$ cat src/rtl/lcd_scan_pkg.sv
package lcd_scan_pkg;
  typedef enum logic [1:0] {
    LV_VSS      = 2'b00,
    LV_THIRD    = 2'b01,
    LV_TWOTHIRD = 2'b10,
    LV_FULL     = 2'b11
  } lvl_t;
endpackage

$ cat src/rtl/lcd_row_latch.sv
module lcd_row_latch #(
  parameter int NUM_COM = 4,
  parameter int NUM_SEG = 40,
  parameter int CSEL_W  = 2,
  parameter int ADDR_W  = 5
) (
  input  logic               clk,
  input  logic               rst_n,
  input  logic               wr_en,
  input  logic [ADDR_W-1:0]  wr_addr,
  input  logic [7:0]         wr_data,
  input  logic [CSEL_W-1:0]  rd_sel,
  output logic [NUM_SEG-1:0] rd_row
);
  localparam int BYTES  = NUM_SEG / 8;
  localparam int BSEL_W = ADDR_W - CSEL_W;

  logic [NUM_COM*NUM_SEG-1:0] flat;
  logic [CSEL_W-1:0] wr_com;
  logic [BSEL_W-1:0] wr_byte;

  assign wr_com  = wr_addr[BSEL_W +: CSEL_W];
  assign wr_byte = wr_addr[BSEL_W-1:0];

  for (genvar r = 0; r < NUM_COM; r++) begin : g_row
    for (genvar k = 0; k < BYTES; k++) begin : g_byte
      logic [7:0] byte_q;
      always_ff @(posedge clk or negedge rst_n) begin
        if (!rst_n)
          byte_q <= '0;
        else if (wr_en && wr_com == CSEL_W'(r) && wr_byte == BSEL_W'(k))
          byte_q <= wr_data;
      end
      assign flat[r*NUM_SEG + 8*k +: 8] = byte_q;
    end
  end

  assign rd_row = flat[rd_sel*NUM_SEG +: NUM_SEG];


  unused_slot_chk: assert property (@(posedge clk) disable iff (!rst_n)
    (wr_en && int'(wr_byte) >= BYTES) |=> $stable(flat));
endmodule

$ cat src/rtl/lcd_scan_seq.sv
module lcd_scan_seq #(
  parameter int NUM_COM = 4,
  parameter int CSEL_W  = 2
) (
  input  logic              clk,
  input  logic              rst_n,
  input  logic              tick,
  output logic [CSEL_W-1:0] com_idx,
  output logic              phase
);
  localparam logic [CSEL_W-1:0] LAST = CSEL_W'(NUM_COM - 1);

  always_ff @(posedge clk or negedge rst_n) begin
    if (!rst_n) begin
      com_idx <= '0;
      phase   <= 1'b0;
    end else if (tick) begin
      if (com_idx == LAST) begin
        com_idx <= '0;
        phase   <= ~phase;
      end else begin
        com_idx <= com_idx + 1'b1;
      end
    end
  end


  hold_idx_chk: assert property (@(posedge clk) disable iff (!rst_n)
    !tick |=> $stable(com_idx) && $stable(phase));

  step_idx_chk: assert property (@(posedge clk) disable iff (!rst_n)
    (tick && com_idx != LAST) |=> (com_idx == $past(com_idx) + 1'b1) && $stable(phase));

  wrap_flip_chk: assert property (@(posedge clk) disable iff (!rst_n)
    (tick && com_idx == LAST) |=> (com_idx == '0) && (phase != $past(phase)));
endmodule

$ cat src/rtl/lcd_level_drive.sv
module lcd_level_drive
  import lcd_scan_pkg::*;
#(
  parameter int NUM_COM = 4,
  parameter int NUM_SEG = 40,
  parameter int PORT_W  = 8,
  parameter int CSEL_W  = 2
) (
  input  logic                 clk,
  input  logic                 rst_n,
  input  logic [CSEL_W-1:0]    com_idx,
  input  logic                 phase,
  input  logic                 disp_on,
  input  logic                 port_mode,
  input  logic [NUM_SEG-1:0]   row,
  output logic [2*NUM_COM-1:0] com_lvl,
  output logic [2*NUM_SEG-1:0] seg_lvl
);
  localparam int PORT_LO = NUM_SEG - PORT_W;

  for (genvar c = 0; c < NUM_COM; c++) begin : g_com
    lvl_t lv;
    always_comb begin
      if (!disp_on)
        lv = LV_VSS;
      else if (com_idx == CSEL_W'(c))
        lv = phase ? LV_VSS : LV_FULL;
      else
        lv = phase ? LV_TWOTHIRD : LV_THIRD;
    end
    assign com_lvl[2*c +: 2] = lv;
  end

  for (genvar s = 0; s < NUM_SEG; s++) begin : g_seg
    lvl_t lv;
    logic taken;
    if (s >= PORT_LO) begin : g_shared
      assign taken = port_mode;
    end else begin : g_plain
      assign taken = 1'b0;
    end
    always_comb begin
      if (!disp_on || taken)
        lv = LV_VSS;
      else if (row[s])
        lv = phase ? LV_FULL : LV_VSS;
      else
        lv = phase ? LV_THIRD : LV_TWOTHIRD;
    end
    assign seg_lvl[2*s +: 2] = lv;
  end


  blank_out_chk: assert property (@(posedge clk) disable iff (!rst_n)
    !disp_on |-> (com_lvl == '0) && (seg_lvl == '0));

  port_pins_chk: assert property (@(posedge clk) disable iff (!rst_n)
    port_mode |-> (seg_lvl[2*NUM_SEG-1:2*PORT_LO] == '0));
endmodule

$ cat src/rtl/lcd_scan.sv
module lcd_scan #(
  parameter int NUM_COM = 4,
  parameter int NUM_SEG = 40,
  parameter int PORT_W  = 8
) (
  input  logic                   clk,
  input  logic                   rst_n,
  input  logic                   tick,
  input  logic                   wr_valid,
  output logic                   wr_ready,
  input  logic [$clog2(NUM_COM)+2:0] wr_addr,
  input  logic [7:0]             wr_data,
  input  logic                   disp_en,
  input  logic                   deep_sleep,
  input  logic                   port_mode,
  input  logic [PORT_W-1:0]      port_data,
  output logic [2*NUM_COM-1:0]   com_lvl,
  output logic [2*NUM_SEG-1:0]   seg_lvl,
  output logic [PORT_W-1:0]      port_out
);
  localparam int CSEL_W = $clog2(NUM_COM);
  localparam int ADDR_W = CSEL_W + 3;

  logic [CSEL_W-1:0]  com_idx;
  logic               phase;
  logic [NUM_SEG-1:0] row;
  logic               disp_on;

  assign wr_ready = 1'b1;
  assign disp_on  = disp_en & ~deep_sleep;
  assign port_out = port_mode ? port_data : '0;

  lcd_scan_seq #(.NUM_COM(NUM_COM), .CSEL_W(CSEL_W)) u_seq (
    .clk(clk), .rst_n(rst_n), .tick(tick), .com_idx(com_idx), .phase(phase));

  lcd_row_latch #(.NUM_COM(NUM_COM), .NUM_SEG(NUM_SEG), .CSEL_W(CSEL_W),
                  .ADDR_W(ADDR_W)) u_latch (
    .clk(clk), .rst_n(rst_n), .wr_en(wr_valid & wr_ready), .wr_addr(wr_addr),
    .wr_data(wr_data), .rd_sel(com_idx), .rd_row(row));

  lcd_level_drive #(.NUM_COM(NUM_COM), .NUM_SEG(NUM_SEG), .PORT_W(PORT_W),
                    .CSEL_W(CSEL_W)) u_drive (
    .clk(clk), .rst_n(rst_n), .com_idx(com_idx), .phase(phase),
    .disp_on(disp_on), .port_mode(port_mode), .row(row),
    .com_lvl(com_lvl), .seg_lvl(seg_lvl));


  ready_high_chk: assert property (@(posedge clk) disable iff (!rst_n) wr_ready);
endmodule

$ cat config.mk
export PLATFORM = sky130hd
export DESIGN_NAME = lcd_scan
export DESIGN_NICKNAME = d
export VERILOG_FILES = /design/src/rtl/lcd_scan_pkg.sv /design/src/rtl/lcd_row_latch.sv /design/src/rtl/lcd_scan_seq.sv /design/src/rtl/lcd_level_drive.sv /design/src/rtl/lcd_scan.sv
export SDC_FILE = /design/constraint.sdc
export NUM_CORES = 1
export LEC_CHECK = 0
export ABC_AREA = 1
export CORE_ASPECT_RATIO = 0.7
export CORE_MARGIN = 5
export CORE_UTILIZATION = 60
export DETAILED_ROUTE_END_ITERATION = 16
export DONT_BUFFER_PORTS = 1
export GPL_TIMING_DRIVEN = 0
export PLACE_DENSITY = 0.76
export SYNTH_ARGS = -nofsm -noshare
export SYNTH_HDL_FRONTEND = slang
export SYNTH_SLANG_ARGS = --single-unit
$ cat constraint.sdc
create_clock -name clk -period 2.87 [get_ports clk]
set_input_delay 0.287 -clock clk [delete_from_list [all_inputs] [get_ports clk]]
set_output_delay 0.287 -clock clk [all_outputs]
set_load 0.01 [all_outputs]
### Word level (Yosys, flattened, before mapping)

Cells that the tools add are included.

* flip-flop bits (word level): 163
* input bits: 28
* output and inout port bits: 97
* word-level logic and storage cells: 162

* $add $sub $neg: 1
* $mul: 1
* eq/ne operators: 10
* shift operators: 1
* muxes and demuxes: 94
* bitwise operators: 3
* reduce and logical (&&, ||, !) cells: 30

Operators by type and width (number)
* 2-bit two-way mux: 93
* 160-bit by 9-bit indexed part select with 40-bit output: 1
* 1-bit logical AND: 24
* 2-bit == test (second input constant): 4
* 8-bit two-way mux: 1
* 3-bit by 2-bit == test with 1-bit output (second input constant): 2
* 2-bit by 3-bit multiplier with 5-bit output (second input constant): 1
* 2-bit by 1-bit == test with 1-bit output (second input constant): 2
* 2-bit logical NOT: 2
* 3-bit by 1-bit == test with 1-bit output (second input constant): 1
* 3-bit == test (second input constant): 1
* 3-bit logical NOT: 1
* 2-bit by 1-bit adder with 2-bit output (second input constant): 1
* 1-bit NOT: 2
* 2-bit AND reduction: 1
* 1-bit bitwise AND: 1
* 1-bit logical NOT: 1
* 1-bit logical OR: 1

### Depth between registers and ports, before layout

Gate-level depths: netlist (run 1).

* word-level depth: 5
* mapped depth: 10
* gate-level depth less buffers: 7

### Hierarchy

From an unflattened synthesis (run 1), not the netlist that was laid out.

* cell total of the unflattened synthesis: 1230
* area total of the unflattened synthesis: 8878.5 um2

Modules (own cells, without submodules)
* lcd_row_latch: instances 1, cells each 1034, area an instance 7628.6 um2, seq. area each 4003.8 um2
* lcd_level_drive: instances 1, cells each 158, area an instance 1028.5 um2, seq. area each 0.0 um2
* lcd_scan_seq: instances 1, cells each 17, area an instance 137.6 um2, seq. area each 75.1 um2
* lcd_scan: instances 1, cells each 21, area an instance 83.8 um2, seq. area each 0.0 um2

### Least setup slack after synthesis (run 1)

Ideal clock, no wire load.

* kind: register to output
* start: register u_seq.phase
* end: output seg_lvl[10]
* arrival: 2.170 ns
* data required time: 2.583 ns
* setup slack: 0.413 ns
* cell stages (with the launch flop): 5
* path buffers: 2
* cell sequence: dfrtp_1 clkbuf_1 clkinv_1 nor2_1 buf_4

* cells in the longest elaborated chain, start to end: 3
* elaborated cells between the ends (all ways): 4
* classes of those cells: mux: 4

Ends and longest elaborated chain
* from (decl): RTL line lcd_scan_seq.sv:9 `output logic phase`
* from (signal assigned): RTL line lcd_scan_seq.sv:20 `phase <= ~phase;`
* 2-bit two-way mux, on equally long branches: RTL line lcd_level_drive.sv:48, lcd_level_drive.sv:46
* 2-bit two-way mux *: RTL line lcd_level_drive.sv:45 `else if (row[s])`
* 2-bit two-way mux *: RTL line lcd_level_drive.sv:43 `if (!disp_on || taken)`
* to (decl): RTL line lcd_scan.sv:18 `output logic [2*NUM_SEG-1:0] seg_lvl,`

Mark *: on every way between the ends. The rest lies on a longest branch, timed or not.

### Worst setup path after layout (run 1)

* start: register u_seq.com_idx[1]
* end: output com_lvl[1]

* cells in the longest elaborated chain, start to end: 3

Ends and longest elaborated chain
* from (decl): RTL line lcd_scan_seq.sv:8 `output logic [CSEL_W-1:0] com_idx,`
* from (signal assigned): RTL line lcd_scan_seq.sv:22 `com_idx <= com_idx + 1'b1;`
* 2-bit logical NOT: RTL line lcd_level_drive.sv:26 `else if (com_idx == CSEL_W'(c))`
* 2-bit two-way mux: RTL line lcd_level_drive.sv:26
* 2-bit two-way mux: RTL line lcd_level_drive.sv:24 `if (!disp_on)`
* to (decl): RTL line lcd_scan.sv:17 `output logic [2*NUM_COM-1:0] com_lvl,`

Every way passes these cells.

==> results of run 1 <==
## synth_stat cells
master / instances / area, sq um
a21oi_1: 8 / 40.04
buf_1: 3 / 11.26
buf_2: 21 / 105.1
buf_4: 42 / 315.3
buf_6: 9 / 101.4
clkbuf_1: 44 / 165.2
clkinv_1: 2 / 7.510
conb_1: 1 / 3.750
dfrtp_1: 163 / 4079
ha_1: 4 / 50.05
inv_1: 24 / 90.09
inv_2: 1 / 3.750
nand2_1: 457 / 1715
nand3_1: 89 / 445.4
nor2_1: 78 / 292.8
nor3_1: 2 / 10.01
nor3_2: 7 / 70.07
nor3b_2: 1 / 12.51
o21ai_0: 121 / 605.6
o21ai_1: 41 / 205.2
or2_1: 1 / 6.260
xnor2_1: 3 / 26.28
xor2_1: 1 / 8.760
## power breakdown
group          switching (mW)  internal [mW]
clock network            1.03           1.19
registers               0.246           2.73
logic                    2.08          0.949
total                    3.36           4.87
## cell type report
class                      instances  share of cell area [%]
sequential                       163                   44.24
multi-input combinational        814                   38.05
buffer                           119                   7.572
clock buffer                      19                   4.912
tap                              190                   2.578
clock inverter                    13                   1.235
inverter                          27                   1.140
timing repair buffer               2                  0.2714
## routing by layer
metal  up-vias  global-route usage (%)  share of wire (%)
li1       3581                       -                  -
met1      3607                   46.49                 44
met2       358                   43.90                 44
met3        34                   5.359                 10
met4         0                   8.279                1.9
met5         -                       0                  0
## registers in the layout, indices dropped and copies added, names as in the netlist
signal / flops
u_latch.g_row.g_byte.byte_q: 160
u_seq.phase: 1
u_seq.com_idx: 2
## final timing paths
| check | startpoint | end | cells past startpoint |
|---|---|---|---|
| max in group asynchronous | rst_n | u_seq.com_idx[1]$_DFFE_PN0P_ | 0 |
| worst min register to register | u_latch.g_row[0].g_byte[1].byte_q[7]$_DFFE_PN0P_ | u_latch.g_row[0].g_byte[1].byte_q[7]$_DFFE_PN0P_ | 2 |
| worst min-delay path | rst_n | u_latch.g_row[1].g_byte[0].byte_q[7]$_DFFE_PN0P_ | 0 |
| worst max-delay path | u_seq.com_idx[1]$_DFFE_PN0P_ | com_lvl[1] | 6 |
| min in group clk | tick | u_seq.com_idx[0]$_DFFE_PN0P_ | 2 |
| worst max register to register | u_seq.com_idx[1]$_DFFE_PN0P_ | u_seq.com_idx[1]$_DFFE_PN0P_ | 6 |
## stage by stage
stage	power [mW]	worst slack (ns)	util [%]	setup TNS [ns]	hold slack, ns
final	8.231	0.1730	66.89	0	-0.4501
after global routing	8.732	0.01564	66.89	0	-0.4652
after CTS	8.179	0.07480	66.80	0	-0.4584
after detailed placement	5.966	0.2314	62.58	0	-0.004144
after global placement	5.893	-0.1687	62.45	-5.279	-0.003038
after floorplan	5.157	0.4129	-	0	-0.008591
## kinds of logic after synthesis
logic type                 Yosys count  synth area share, %
and+or+nand+nor                    635                30.49
DFF                                163                48.73
other                                1              0.04480
AOI/OAI and AO/OA                  170                10.16
xor gates and xnor gates             4               0.4186
buffers and inverters              146                9.552
adders and majority gates            4               0.5979
## placed cells by master, fill, tap and decap left out, types with 2 or more instances in the layout
| master | netlist | layout |
|---|---|---|
| nand3_1 | 89 | 89 |
| xnor2_1 | 3 | 3 |
| clkbuf_16 | 0 | 17 |
| buf_2 | 21 | 21 |
| clkinv_4 | 0 | 2 |
| nor2_2 | 0 | 2 |
| o21ai_0 | 121 | 121 |
| nand2_1 | 457 | 457 |
| inv_1 | 24 | 24 |
| a21oi_1 | 8 | 8 |
| dfrtp_1 | 163 | 163 |
| clkinvlp_4 | 0 | 2 |
| inv_6 | 0 | 7 |
| buf_4 | 42 | 42 |
| ha_1 | 4 | 4 |
| inv_8 | 0 | 2 |
| buf_1 | 3 | 3 |
| nor3_2 | 7 | 7 |
| nor2_1 | 78 | 76 |
| clkbuf_8 | 0 | 2 |
| buf_6 | 9 | 9 |
| clkbuf_1 | 44 | 44 |
| o21ai_1 | 41 | 41 |
## worst max-delay path, cell delays in order, from the launching register on
cell,delay [ns]
dfrtp_1,0.37
clkbuf_1,0.29
clkinv_1,0.33
clkbuf_1,0.37
ha_1,0.30
xnor2_1,0.12
nor2_1,0.20
## timing repair
item,in CTS,in global routing
cloned,0,0
resized for setup,1,3
buffers inserted,0,0
setup endpoints to repair,7,8
endpoints found under the hold margin,165,163
==> run_summary.xml, run 1 <==
<?xml version="1.0" encoding="UTF-8"?>
<metrics>
  <group name="timing">
    <metric name="fin_hold_ws" unit="ns">-0.4501</metric>
    <metric name="slew_viol_final" unit="">0</metric>
    <metric name="period_minus_slack" unit="ns">2.697</metric>
    <metric name="final.period_utilization" unit="%">93.97</metric>
    <metric name="timing_worst_slew_pin_value" unit="ns">0.8769</metric>
    <metric name="final-hold-violation-count" unit="">163</metric>
    <metric name="rel_slew_slack" unit="%">41.54</metric>
    <metric name="grt_setup_unrepaired" unit="">no</metric>
    <metric name="timing.final.setup_violations" unit="">0</metric>
    <metric name="max_freq" unit="MHz">370.8</metric>
    <metric name="worst_clock_skew" unit="ns">0.009889</metric>
  </group>
  <group name="cts">
    <metric name="clk_transition_reported_paths" unit="ns">0.07</metric>
    <metric name="clock_tree.buffer_depth" unit="">2</metric>
    <metric name="clock_tree.root_cell" unit="">clkbuf_16</metric>
    <metric name="cts_num_sinks" unit="">163</metric>
    <metric name="tritoncts" unit="">done</metric>
    <metric name="worst_skew_pair.late_latency" unit="ns">0.43</metric>
    <metric name="holdBufCountCts" unit="">1</metric>
    <metric name="tritoncts.num_buffers" unit="">17</metric>
    <metric name="clock_tree.htree_level_count" unit="">4</metric>
  </group>
  <group name="global_route">
    <metric name="total_global_routing_track_utilization" unit="%">30.14</metric>
    <metric name="number_of_antenna_violations_at_the_first_check_in_global_routing" unit="">0</metric>
    <metric name="grt_pass1_wl" unit="mm">37.73</metric>
    <metric name="gr-total-overflow" unit="">0</metric>
    <metric name="number_of_global_route_vias_before_repair" unit="">6755</metric>
    <metric name="grt_start_max_net_pins" unit="">164</metric>
  </group>
  <group name="placement">
    <metric name="dp_hpwl" unit="mm">16.63</metric>
    <metric name="dp_cells" unit="">1314</metric>
    <metric name="post_placement_cell_area" unit="sq um">8626</metric>
    <metric name="gp_congestion" unit="">0.8742</metric>
    <metric name="portBuffers" unit="">0</metric>
  </group>
  <group name="synth">
    <metric name="postSynthCellCount" unit="">1123</metric>
    <metric name="yosys_warnings" unit="">0</metric>
    <metric name="postSynthNetCount" unit="">1155</metric>
    <metric name="synth_area_per_cell" unit="sq um">7.454</metric>
    <metric name="ys_ff_latch" unit="">163</metric>
    <metric name="summed_instance_area_of_the_synthesized_netlist" unit="sq um">8371</metric>
    <metric name="yosysUniqueCellTypes" unit="">23</metric>
    <metric name="yosysSeqAreaShare" unit="%">48.73</metric>
  </group>
  <group name="run_status">
    <metric name="violations_in_the_final_reports" unit="">hold timing</metric>
    <metric name="outcome" unit="">finished with violations</metric>
  </group>
  <group name="worst_setup_path">
    <metric name="cp_max_fo" unit="">11</metric>
    <metric name="critPathKind" unit="">flop to output port</metric>
    <metric name="setup.worst_path.end_class" unit="">output port</metric>
    <metric name="critPathLaunchType" unit="">flop</metric>
    <metric name="cp_data_arrival_time" unit="ns">2.41</metric>
    <metric name="critPathRequiredTime" unit="ns">2.58</metric>
    <metric name="timing.reg2reg.setup_slack" unit="ns">0.87</metric>
  </group>
  <group name="pwr">
    <metric name="peakVddDrop" unit="mV">0.4238</metric>
    <metric name="power.leakage" unit="nW">4.486</metric>
    <metric name="cell_area_power_density" unit="nW/um^2">892.7</metric>
  </group>
  <group name="layout">
    <metric name="diodes" unit="">0</metric>
    <metric name="multi_input_area" unit="sq um">3508</metric>
    <metric name="layout.cells.non_filler" unit="">1347</metric>
    <metric name="final_area" unit="sq um">9220</metric>
    <metric name="syn_to_final_growth" unit="%">10.15</metric>
    <metric name="ff_latch_area" unit="sq um">4079</metric>
    <metric name="fillers" unit="">1228</metric>
    <metric name="num-nets-final" unit="">1176</metric>
    <metric name="drive_gt1_share" unit="%">10.20</metric>
  </group>
  <group name="routing">
    <metric name="detail_route.wl_per_cell" unit="um">17.93</metric>
    <metric name="first_iter_violations" unit="">834</metric>
    <metric name="final_antenna_net_count" unit="">0</metric>
    <metric name="route.detailed.vias_per_inst" unit="">5.627</metric>
    <metric name="routed-via-count" unit="">7580</metric>
    <metric name="tritonroute_pass_1_iters" unit="">8</metric>
    <metric name="routed_wire_length" unit="mm">24.15</metric>
    <metric name="drcViolationCount" unit="">0</metric>
  </group>
  <group name="floorplanning">
    <metric name="floorplan.initialDensity" unit="%">60.73</metric>
    <metric name="top_level_ports" unit="">125</metric>
    <metric name="floorplan.die.width" unit="um">151.2</metric>
    <metric name="core_area" unit="sq um">13780</metric>
    <metric name="fp-row-count" unit="">36</metric>
    <metric name="floorplan.die.height" unit="um">108.8</metric>
    <metric name="die-area" unit="sq um">16450</metric>
  </group>
  <group name="min_path">
    <metric name="hold_path.class" unit="">input pin to async pin</metric>
  </group>
  <group name="job">
    <metric name="cap_violations" unit="">0</metric>
  </group>
</metrics>
Power figures use the tool's default switching activity.
==> run 2, diff against run 1 <==
--- a/config.mk
+++ b/config.mk
@@ -5,7 +5,6 @@
 export SDC_FILE = /design/constraint.sdc
 export NUM_CORES = 1
 export LEC_CHECK = 0
-export ABC_AREA = 1
 export CORE_ASPECT_RATIO = 0.7
 export CORE_MARGIN = 5
 export CORE_UTILIZATION = 60
==> run_summary.xml, run 2 <==
<?xml version="1.0" encoding="UTF-8"?>
<metrics>
  <group name="run_status">
    <metric name="outcome" unit="">finished with violations</metric>
    <metric name="violations_in_the_final_reports" unit="">hold timing</metric>
  </group>
  <group name="layout">
    <metric name="drive_gt1_share" unit="%">53.39</metric>
    <metric name="fillers" unit="">953</metric>
    <metric name="mostFrequentLayoutCell" unit="">dfrtp_1</metric>
    <metric name="num-nets-final" unit="">609</metric>
    <metric name="most-common-layout-cells" unit="">dfrtp_1 (163), mux2_2 (133), buf_4 (46)</metric>
    <metric name="diodes" unit="">0</metric>
    <metric name="largest_regs" unit="">u_latch.g_row.g_byte.byte_q: 160 flops, u_seq.com_idx: 2 flops, u_seq.phase: 1 flops</metric>
    <metric name="largest_reg_flops" unit="">160</metric>
    <metric name="syn_to_final_growth" unit="%">10.77</metric>
    <metric name="largest-register" unit="">u_latch.g_row.g_byte.byte_q</metric>
  </group>
  <group name="worst_setup_path">
    <metric name="timing.rr.start" unit="">u_seq.com_idx[1]$_DFFE_PN0P_</metric>
    <metric name="cell_count_of_the_worst_reg_to_reg_path" unit="">6</metric>
    <metric name="critPathRequiredTime" unit="ns">2.58</metric>
    <metric name="critical_path_cell_by_cell" unit="">buf_2, nand3b_1, or2_2, clkbuf_1, inv_1, buf_4</metric>
    <metric name="timing.reg2reg.setup_slack" unit="ns">1.17</metric>
    <metric name="critical_path.endpoint" unit="">seg_lvl[70]</metric>
    <metric name="crit_slowest_cell" unit="">or2_2</metric>
    <metric name="cp_data_arrival_time" unit="ns">2.32</metric>
    <metric name="crit_family" unit="">buffers and inverters</metric>
    <metric name="setup.worst_path.end_class" unit="">output port</metric>
    <metric name="critical_path_cell_count" unit="">6</metric>
    <metric name="crit_path_max_incr_delay" unit="ns">0.39</metric>
    <metric name="critPathKind" unit="">flop to output port</metric>
    <metric name="worst_path_buf_inv" unit="">4</metric>
    <metric name="crit_path_start" unit="">u_seq.phase$_DFFE_PN0P_</metric>
    <metric name="critical_path.reg2reg.endpoint" unit="">u_seq.com_idx[1]$_DFFE_PN0P_</metric>
    <metric name="critPathLaunchType" unit="">flop</metric>
    <metric name="cp_max_fo" unit="">9</metric>
  </group>
  <group name="synth">
    <metric name="yosysSeqAreaShare" unit="%">48.99</metric>
    <metric name="fraction_of_the_mapped_netlist_area_in_adder_cells" unit="%">0.6011</metric>
    <metric name="synth_area_per_cell" unit="sq um">14.98</metric>
    <metric name="ys_ff_latch" unit="">163</metric>
    <metric name="summed_instance_area_of_the_synthesized_netlist" unit="sq um">8327</metric>
    <metric name="asyncSetResetFlopFracSynth" unit="%">100.0</metric>
    <metric name="postSynthNetCount" unit="">588</metric>
    <metric name="postSynthCellCount" unit="">556</metric>
    <metric name="synth-edff-count" unit="">0</metric>
    <metric name="yosys_warnings" unit="">0</metric>
    <metric name="synthFlopType" unit="">dfrtp_1</metric>
    <metric name="synth.cells.most_frequent" unit="">dfrtp_1 (163), mux2_2 (133), buf_4 (46)</metric>
    <metric name="most_frequent_cell_after_synthesis" unit="">dfrtp_1</metric>
    <metric name="yosysUniqueCellTypes" unit="">32</metric>
    <metric name="synth-compound-area-share" unit="%">0.1202</metric>
    <metric name="post-synth-top-area-fraction" unit="%">48.99</metric>
    <metric name="synth.largest_area_cell" unit="">dfrtp_1</metric>
    <metric name="synthSimpleGateAreaFrac" unit="%">4.553</metric>
    <metric name="yosys.area_share.xor_xnor" unit="%">0.5259</metric>
    <metric name="dominant_combinational_cell_family_by_area_after_synthesis" unit="">multiplexers</metric>
    <metric name="multiplexer_area_fraction_after_synthesis" unit="%">38.35</metric>
    <metric name="post_synth_main_area_contributors" unit="">dfrtp_1 (49%), mux2_2 (18%), mux4_2 (11%)</metric>
  </group>
  <group name="timing">
    <metric name="timing.final.setup_violations" unit="">0</metric>
    <metric name="fin_hold_ws" unit="ns">-0.4326</metric>
    <metric name="final.period_utilization" unit="%">90.70</metric>
    <metric name="worst_case_setup_margin_in_the_final_layout" unit="ns">0.2669</metric>
    <metric name="final.setup.tns" unit="ns">0</metric>
    <metric name="period_minus_slack" unit="ns">2.603</metric>
    <metric name="grt_setup_unrepaired" unit="">no</metric>
    <metric name="max_freq" unit="MHz">384.2</metric>
    <metric name="rel_slew_slack" unit="%">47.56</metric>
    <metric name="slew_viol_final" unit="">0</metric>
    <metric name="final-hold-violation-count" unit="">163</metric>
    <metric name="timing_worst_slew_pin_value" unit="ns">0.7866</metric>
    <metric name="worst_clock_skew" unit="ns">0.001022</metric>
  </group>
  <group name="cts">
    <metric name="clock_tree.root_cell" unit="">clkbuf_16</metric>
    <metric name="cts_num_sinks" unit="">163</metric>
    <metric name="tritoncts.num_buffers" unit="">17</metric>
    <metric name="post_cts.repair.setup_buffers" unit="">0</metric>
    <metric name="tritoncts" unit="">done</metric>
    <metric name="worst_skew_pair.late_latency" unit="ns">0.42</metric>
    <metric name="clock_tree.buffer_depth" unit="">2</metric>
    <metric name="clock_tree.htree_level_count" unit="">4</metric>
    <metric name="holdBufCountCts" unit="">1</metric>
    <metric name="clk_transition_reported_paths" unit="ns">0.06</metric>
  </group>
  <group name="min_path">
    <metric name="hold_path.class" unit="">input pin to async pin</metric>
  </group>
  <group name="global_route">
    <metric name="grt_pass1_wl" unit="mm">29.46</metric>
    <metric name="total_global_routing_track_utilization" unit="%">24.48</metric>
    <metric name="gr-total-overflow" unit="">0</metric>
    <metric name="number_of_antenna_violations_at_the_first_check_in_global_routing" unit="">0</metric>
    <metric name="number_of_global_route_vias_before_repair" unit="">4973</metric>
    <metric name="grt_start_max_net_pins" unit="">164</metric>
  </group>
  <group name="pwr">
    <metric name="power.leakage" unit="nW">4.200</metric>
    <metric name="peakVddDrop" unit="mV">0.4342</metric>
    <metric name="cell_area_power_density" unit="nW/um^2">841.4</metric>
  </group>
  <group name="routing">
    <metric name="routed-via-count" unit="">4617</metric>
    <metric name="route.detailed.vias_per_inst" unit="">5.919</metric>
    <metric name="tritonroute_pass_1_iters" unit="">4</metric>
    <metric name="detail_route.wl_per_cell" unit="um">24.22</metric>
    <metric name="first_iter_violations" unit="">266</metric>
    <metric name="final_antenna_net_count" unit="">0</metric>
    <metric name="drcViolationCount" unit="">0</metric>
    <metric name="routed_wire_length" unit="mm">18.89</metric>
  </group>
  <group name="job">
    <metric name="cap_violations" unit="">0</metric>
  </group>
  <group name="floorplanning">
    <metric name="floorplan.die.height" unit="um">108.6</metric>
    <metric name="core_area" unit="sq um">13740</metric>
    <metric name="floorplan.die.width" unit="um">150.8</metric>
    <metric name="floorplan.initialDensity" unit="%">60.61</metric>
    <metric name="top_level_ports" unit="">125</metric>
    <metric name="die-area" unit="sq um">16370</metric>
    <metric name="fp-row-count" unit="">36</metric>
  </group>
  <group name="placement">
    <metric name="dp_hpwl" unit="mm">12.38</metric>
    <metric name="gp_congestion" unit="">0.7688</metric>
    <metric name="dpl_worst_slack" unit="ns">0.3970</metric>
    <metric name="portBuffers" unit="">0</metric>
  </group>
</metrics>
run 2: kinds of logic after synthesis:
group	Yosys count
AOI/OAI and AO/OA	2
xor gates and xnor gates	5
adders and majority gates	4
buffers and inverters	91
DFF	163
muxes	240
other	1
and+or+nand+nor	50
run 2: worst min path at each step:
| stage | slack, ns | cells after the start | start | endpoint |
|---|---|---|---|---|
| 2_1_floorplan | -0.009 | 0 | rst_n | u_latch.g_row[0].g_byte[0].byte_q[0]$_DFFE_PN0P_ |
| 3_3_place_gp | -0.003 | 0 | rst_n | u_latch.g_row[0].g_byte[3].byte_q[6]$_DFFE_PN0P_ |
| 3_5_place_dp | -0.003 | 0 | rst_n | u_latch.g_row[1].g_byte[3].byte_q[6]$_DFFE_PN0P_ |
| 4_1_cts | -0.45 | 0 | rst_n | u_latch.g_row[0].g_byte[4].byte_q[1]$_DFFE_PN0P_ |
| 5_1_grt | -0.46 | 0 | rst_n | u_latch.g_row[0].g_byte[3].byte_q[6]$_DFFE_PN0P_ |
| 6_report | -0.43 | 0 | rst_n | u_latch.g_row[0].g_byte[3].byte_q[6]$_DFFE_PN0P_ |
run 2: layer usage:
layer	global-route usage, %	share of wire, %
met1	34.80	44
met2	38.59	48
met3	5.865	6.9
met4	6.016	0.90
met5	0	0
run 2: timing repair:
item / in CTS / in global routing
resized for setup: 3 / 0
endpoints found under the hold margin: 165 / 163
setup endpoints to repair: 31 / 0
run 2: where the power goes:
part           leakage [nW]  switching, mW  internal [mW]  total [mW]
Combinational          1.80           1.05           1.26        2.31
Clock                 0.313          0.957           1.49        2.45
Sequential             2.08          0.239           2.76        3.00
run 2: layout make-up:
cell class              instances  area (sq um)  share of cell area (%)
clock inverters                14         197.7                   2.143
plain buffers                  86         550.5                   5.969
inverters                       5         22.52                  0.2442
well taps                     190         237.7                   2.577
clock buffers                  18         439.2                   4.761
multi-input cells             302          3680                   39.89
flip-flops and latches        163          4079                   44.22
repair buffers                  1         10.01                  0.1085
repair inverters                1         7.507                 0.08139
run 2: through the flow:
step | cells | total power, mW | util, % | cell area (sq um) | hold slack [ns]
after global placement | 746 | 5.252 | 62.34 | 8564 | -0.003030
after floorplan | 556 | 4.888 | - | 8327 | -0.008591
final | 780 | 7.761 | 67.14 | 9224 | -0.4326
after CTS | 780 | 7.815 | 67.14 | 9224 | -0.4538
after detailed placement | 746 | 5.337 | 62.34 | 8564 | -0.002677
after global routing | 780 | 8.126 | 67.14 | 9224 | -0.4551
==> run 3, diff against run 2 <==
--- a/config.mk
+++ b/config.mk
@@ -5,13 +5,15 @@
 export SDC_FILE = /design/constraint.sdc
 export NUM_CORES = 1
 export LEC_CHECK = 0
+export CELL_PAD_IN_SITES_DETAIL_PLACEMENT = 1
+export CELL_PAD_IN_SITES_GLOBAL_PLACEMENT = 2
 export CORE_ASPECT_RATIO = 0.7
 export CORE_MARGIN = 5
-export CORE_UTILIZATION = 60
+export CORE_UTILIZATION = 45
 export DETAILED_ROUTE_END_ITERATION = 16
 export DONT_BUFFER_PORTS = 1
 export GPL_TIMING_DRIVEN = 0
-export PLACE_DENSITY = 0.76
+export PLACE_DENSITY_LB_ADDON = 0.1
 export SYNTH_ARGS = -nofsm -noshare
 export SYNTH_HDL_FRONTEND = slang
 export SYNTH_SLANG_ARGS = --single-unit
==> constraint.sdc (replaced) <==
create_clock -name clk -period 2.7 [get_ports clk]
set_input_delay 0.27 -clock clk [delete_from_list [all_inputs] [get_ports clk]]
set_output_delay 0.27 -clock clk [all_outputs]
set_load 0.1 [all_outputs]
==> run_summary.xml, run 3 (same netlist as run 2, synthesis figures left out) <==
<?xml version="1.0" encoding="UTF-8"?>
<metrics>
  <group name="routing">
    <metric name="detail_route.wl_per_cell" unit="um">25.71</metric>
    <metric name="first_iter_violations" unit="">212</metric>
    <metric name="routed_wire_length" unit="mm">21.39</metric>
    <metric name="route.detailed.vias_per_inst" unit="">5.575</metric>
    <metric name="final_antenna_net_count" unit="">0</metric>
    <metric name="tritonroute_pass_1_iters" unit="">4</metric>
    <metric name="routed-via-count" unit="">4638</metric>
    <metric name="drcViolationCount" unit="">0</metric>
  </group>
  <group name="layout">
    <metric name="syn_to_final_growth" unit="%">20.38</metric>
    <metric name="largest-register" unit="">u_latch.g_row.g_byte.byte_q</metric>
    <metric name="final_area" unit="sq um">10020</metric>
    <metric name="num-nets-final" unit="">615</metric>
    <metric name="fillers" unit="">1664</metric>
    <metric name="most-common-layout-cells" unit="">dfrtp_1 (163), mux2_2 (133), buf_4 (49)</metric>
    <metric name="diodes" unit="">0</metric>
    <metric name="largest_regs" unit="">u_latch.g_row.g_byte.byte_q: 160 flops, u_seq.com_idx: 2 flops, u_seq.phase: 1 flops</metric>
    <metric name="layout.core_utilization" unit="%">55.35</metric>
    <metric name="largest_reg_flops" unit="">160</metric>
    <metric name="mostFrequentLayoutCell" unit="">dfrtp_1</metric>
    <metric name="drive_gt1_share" unit="%">62.75</metric>
  </group>
  <group name="timing">
    <metric name="fin_hold_ws" unit="ns">-0.4601</metric>
    <metric name="timing_worst_slew_pin_value" unit="ns">1.053</metric>
    <metric name="final.period_utilization" unit="%">99.49</metric>
    <metric name="period_minus_slack" unit="ns">2.686</metric>
    <metric name="final-hold-violation-count" unit="">163</metric>
    <metric name="grt_setup_unrepaired" unit="">yes</metric>
    <metric name="max_freq" unit="MHz">372.3</metric>
    <metric name="worst_clock_skew" unit="ns">0.0003282</metric>
    <metric name="slew_viol_final" unit="">0</metric>
    <metric name="timing.final.setup_violations" unit="">0</metric>
    <metric name="rel_slew_slack" unit="%">29.74</metric>
  </group>
  <group name="global_route">
    <metric name="grt_start_max_net_pins" unit="">164</metric>
    <metric name="grt_pass1_wl" unit="mm">33.22</metric>
    <metric name="total_global_routing_track_utilization" unit="%">20.88</metric>
    <metric name="number_of_antenna_violations_at_the_first_check_in_global_routing" unit="">1</metric>
    <metric name="number_of_global_route_vias_before_repair" unit="">5201</metric>
    <metric name="gr-total-overflow" unit="">0</metric>
  </group>
  <group name="floorplanning">
    <metric name="core_area" unit="sq um">18110</metric>
    <metric name="fp-row-count" unit="">41</metric>
    <metric name="floorplan.die.height" unit="um">123.8</metric>
    <metric name="top_level_ports" unit="">125</metric>
    <metric name="die-area" unit="sq um">21370</metric>
    <metric name="floorplan.die.width" unit="um">172.6</metric>
    <metric name="floorplan.initialDensity" unit="%">45.98</metric>
  </group>
  <group name="min_path">
    <metric name="hold_path.class" unit="">input pin to async pin</metric>
  </group>
  <group name="cts">
    <metric name="clk_transition_reported_paths" unit="ns">0.06</metric>
    <metric name="cts_num_sinks" unit="">163</metric>
    <metric name="holdBufCountCts" unit="">1</metric>
    <metric name="worst_skew_pair.late_latency" unit="ns">0.42</metric>
    <metric name="clock_tree.buffer_depth" unit="">2</metric>
    <metric name="tritoncts" unit="">done</metric>
    <metric name="clock_tree.root_cell" unit="">clkbuf_16</metric>
    <metric name="clock_tree.htree_level_count" unit="">4</metric>
    <metric name="tritoncts.num_buffers" unit="">17</metric>
  </group>
  <group name="placement">
    <metric name="post_placement_cell_area" unit="sq um">8810</metric>
    <metric name="portBuffers" unit="">0</metric>
    <metric name="gp_congestion" unit="">0.7387</metric>
    <metric name="dp_hpwl" unit="mm">13.84</metric>
  </group>
  <group name="pwr">
    <metric name="cell_area_power_density" unit="nW/um^2">1087</metric>
    <metric name="finalPower" unit="mW">10.90</metric>
    <metric name="power.leakage" unit="nW">4.319</metric>
    <metric name="peakVddDrop" unit="mV">0.5941</metric>
  </group>
  <group name="worst_setup_path">
    <metric name="crit_family" unit="">multiplexers</metric>
    <metric name="crit_path_max_incr_delay" unit="ns">0.68</metric>
    <metric name="critPathKind" unit="">flop to output port</metric>
    <metric name="setup.worst_path.end_class" unit="">output port</metric>
    <metric name="cp_data_arrival_time" unit="ns">2.42</metric>
    <metric name="timing.critical_path.mode_cell" unit="">buf_12</metric>
    <metric name="cp_max_fo" unit="">10</metric>
    <metric name="critPathRequiredTime" unit="ns">2.43</metric>
    <metric name="crit_slowest_cell" unit="">mux2i_4</metric>
    <metric name="worst_path_buf_inv" unit="">2</metric>
    <metric name="critical_path_cell_by_cell" unit="">buf_12, buf_12, mux4_2, mux2i_4</metric>
    <metric name="critPathLaunchType" unit="">flop</metric>
  </group>
  <group name="job">
    <metric name="cap_violations" unit="">0</metric>
  </group>
  <group name="run_status">
    <metric name="violations_in_the_final_reports" unit="">hold timing</metric>
    <metric name="outcome" unit="">finished with violations</metric>
  </group>
</metrics>
[run 3: cell types whose count changed in the layout (fill, tap and decap cells not counted), moves of 4 or more]
cell and change:
buf_2 -4, nor2_1 -4, clkbuf_1 -5, buf_12 +7
clkbuf_4 +4, mux2i_4 +39, mux2i_1 -40
[run 3: where the power goes]
group          total [mW]  switching, mW  internal, mW
combinational        5.21           3.32          1.89
clock                2.51           1.02          1.49
sequential           3.18          0.254          2.93
total                10.9           4.59          6.31
[run 3: worst paths after layout]
check / start / end / slack, ns / cells after the start
setup / recovery: u_seq.com_idx[0]$_DFFE_PN0P_ / seg_lvl[51] / 0.01 / 4
setup reg to reg: u_seq.com_idx[1]$_DFFE_PN0P_ / u_seq.com_idx[1]$_DFFE_PN0P_ / 1.20 / 6
max in group asynchronous: rst_n / u_latch.g_row[3].g_byte[3].byte_q[0]$_DFFE_PN0P_ / 2.96 / 0
min in group clk: wr_addr[3] / u_latch.g_row[2].g_byte[3].byte_q[3]$_DFFE_PN0P_ / 0.17 / 2
hold reg to reg: u_latch.g_row[1].g_byte[3].byte_q[6]$_DFFE_PN0P_ / u_latch.g_row[1].g_byte[3].byte_q[6]$_DFFE_PN0P_ / 0.49 / 1
hold / removal: rst_n / u_latch.g_row[1].g_byte[0].byte_q[3]$_DFFE_PN0P_ / -0.46 / 0
[run 3: area by class of cell]
cell class                 count  area [sq um]  area share [%]
inverter                       5         33.78          0.3370
multi-input combinational    302          4203           41.93
clock buffer                  21         450.4           4.494
tap                          236         295.3           2.946
clock inverter                11         151.4           1.510
buffer                        83         688.2           6.866
sequential                   163          4079           40.69
timing repair buffer          11         122.6           1.223
[run 3: repair_timing]
action,4_1_cts,5_1_grt
pin swaps,2,0
hold endpoints to repair,166,163
setup buffers,6,2
gates resized for setup,86,8
cloned,0,1
setup endpoints to repair,87,75
[run 3: layer usage]
metal	up-vias	routed length [um]	global-route usage, %
li1	2016	-	-
met1	2504	9371	27.98
met2	98	10660	34.91
met3	20	1092	4.612
met4	0	267	5.740
met5	-	0	0
[run 3: through the flow]
step	cells	TNS (ns)	hold slack (ns)	worst slack, ns
global placement	792	-34.55	-0.01945	-0.7962
floorplan	556	-4.036	-0.02559	-0.3164
global route	832	-0.9754	-0.4895	-0.04763
detailed placement	793	-23.64	-0.02047	-0.5136
finish	832	0	-0.4601	0.01380
CTS	829	-0.08438	-0.4835	-0.01938
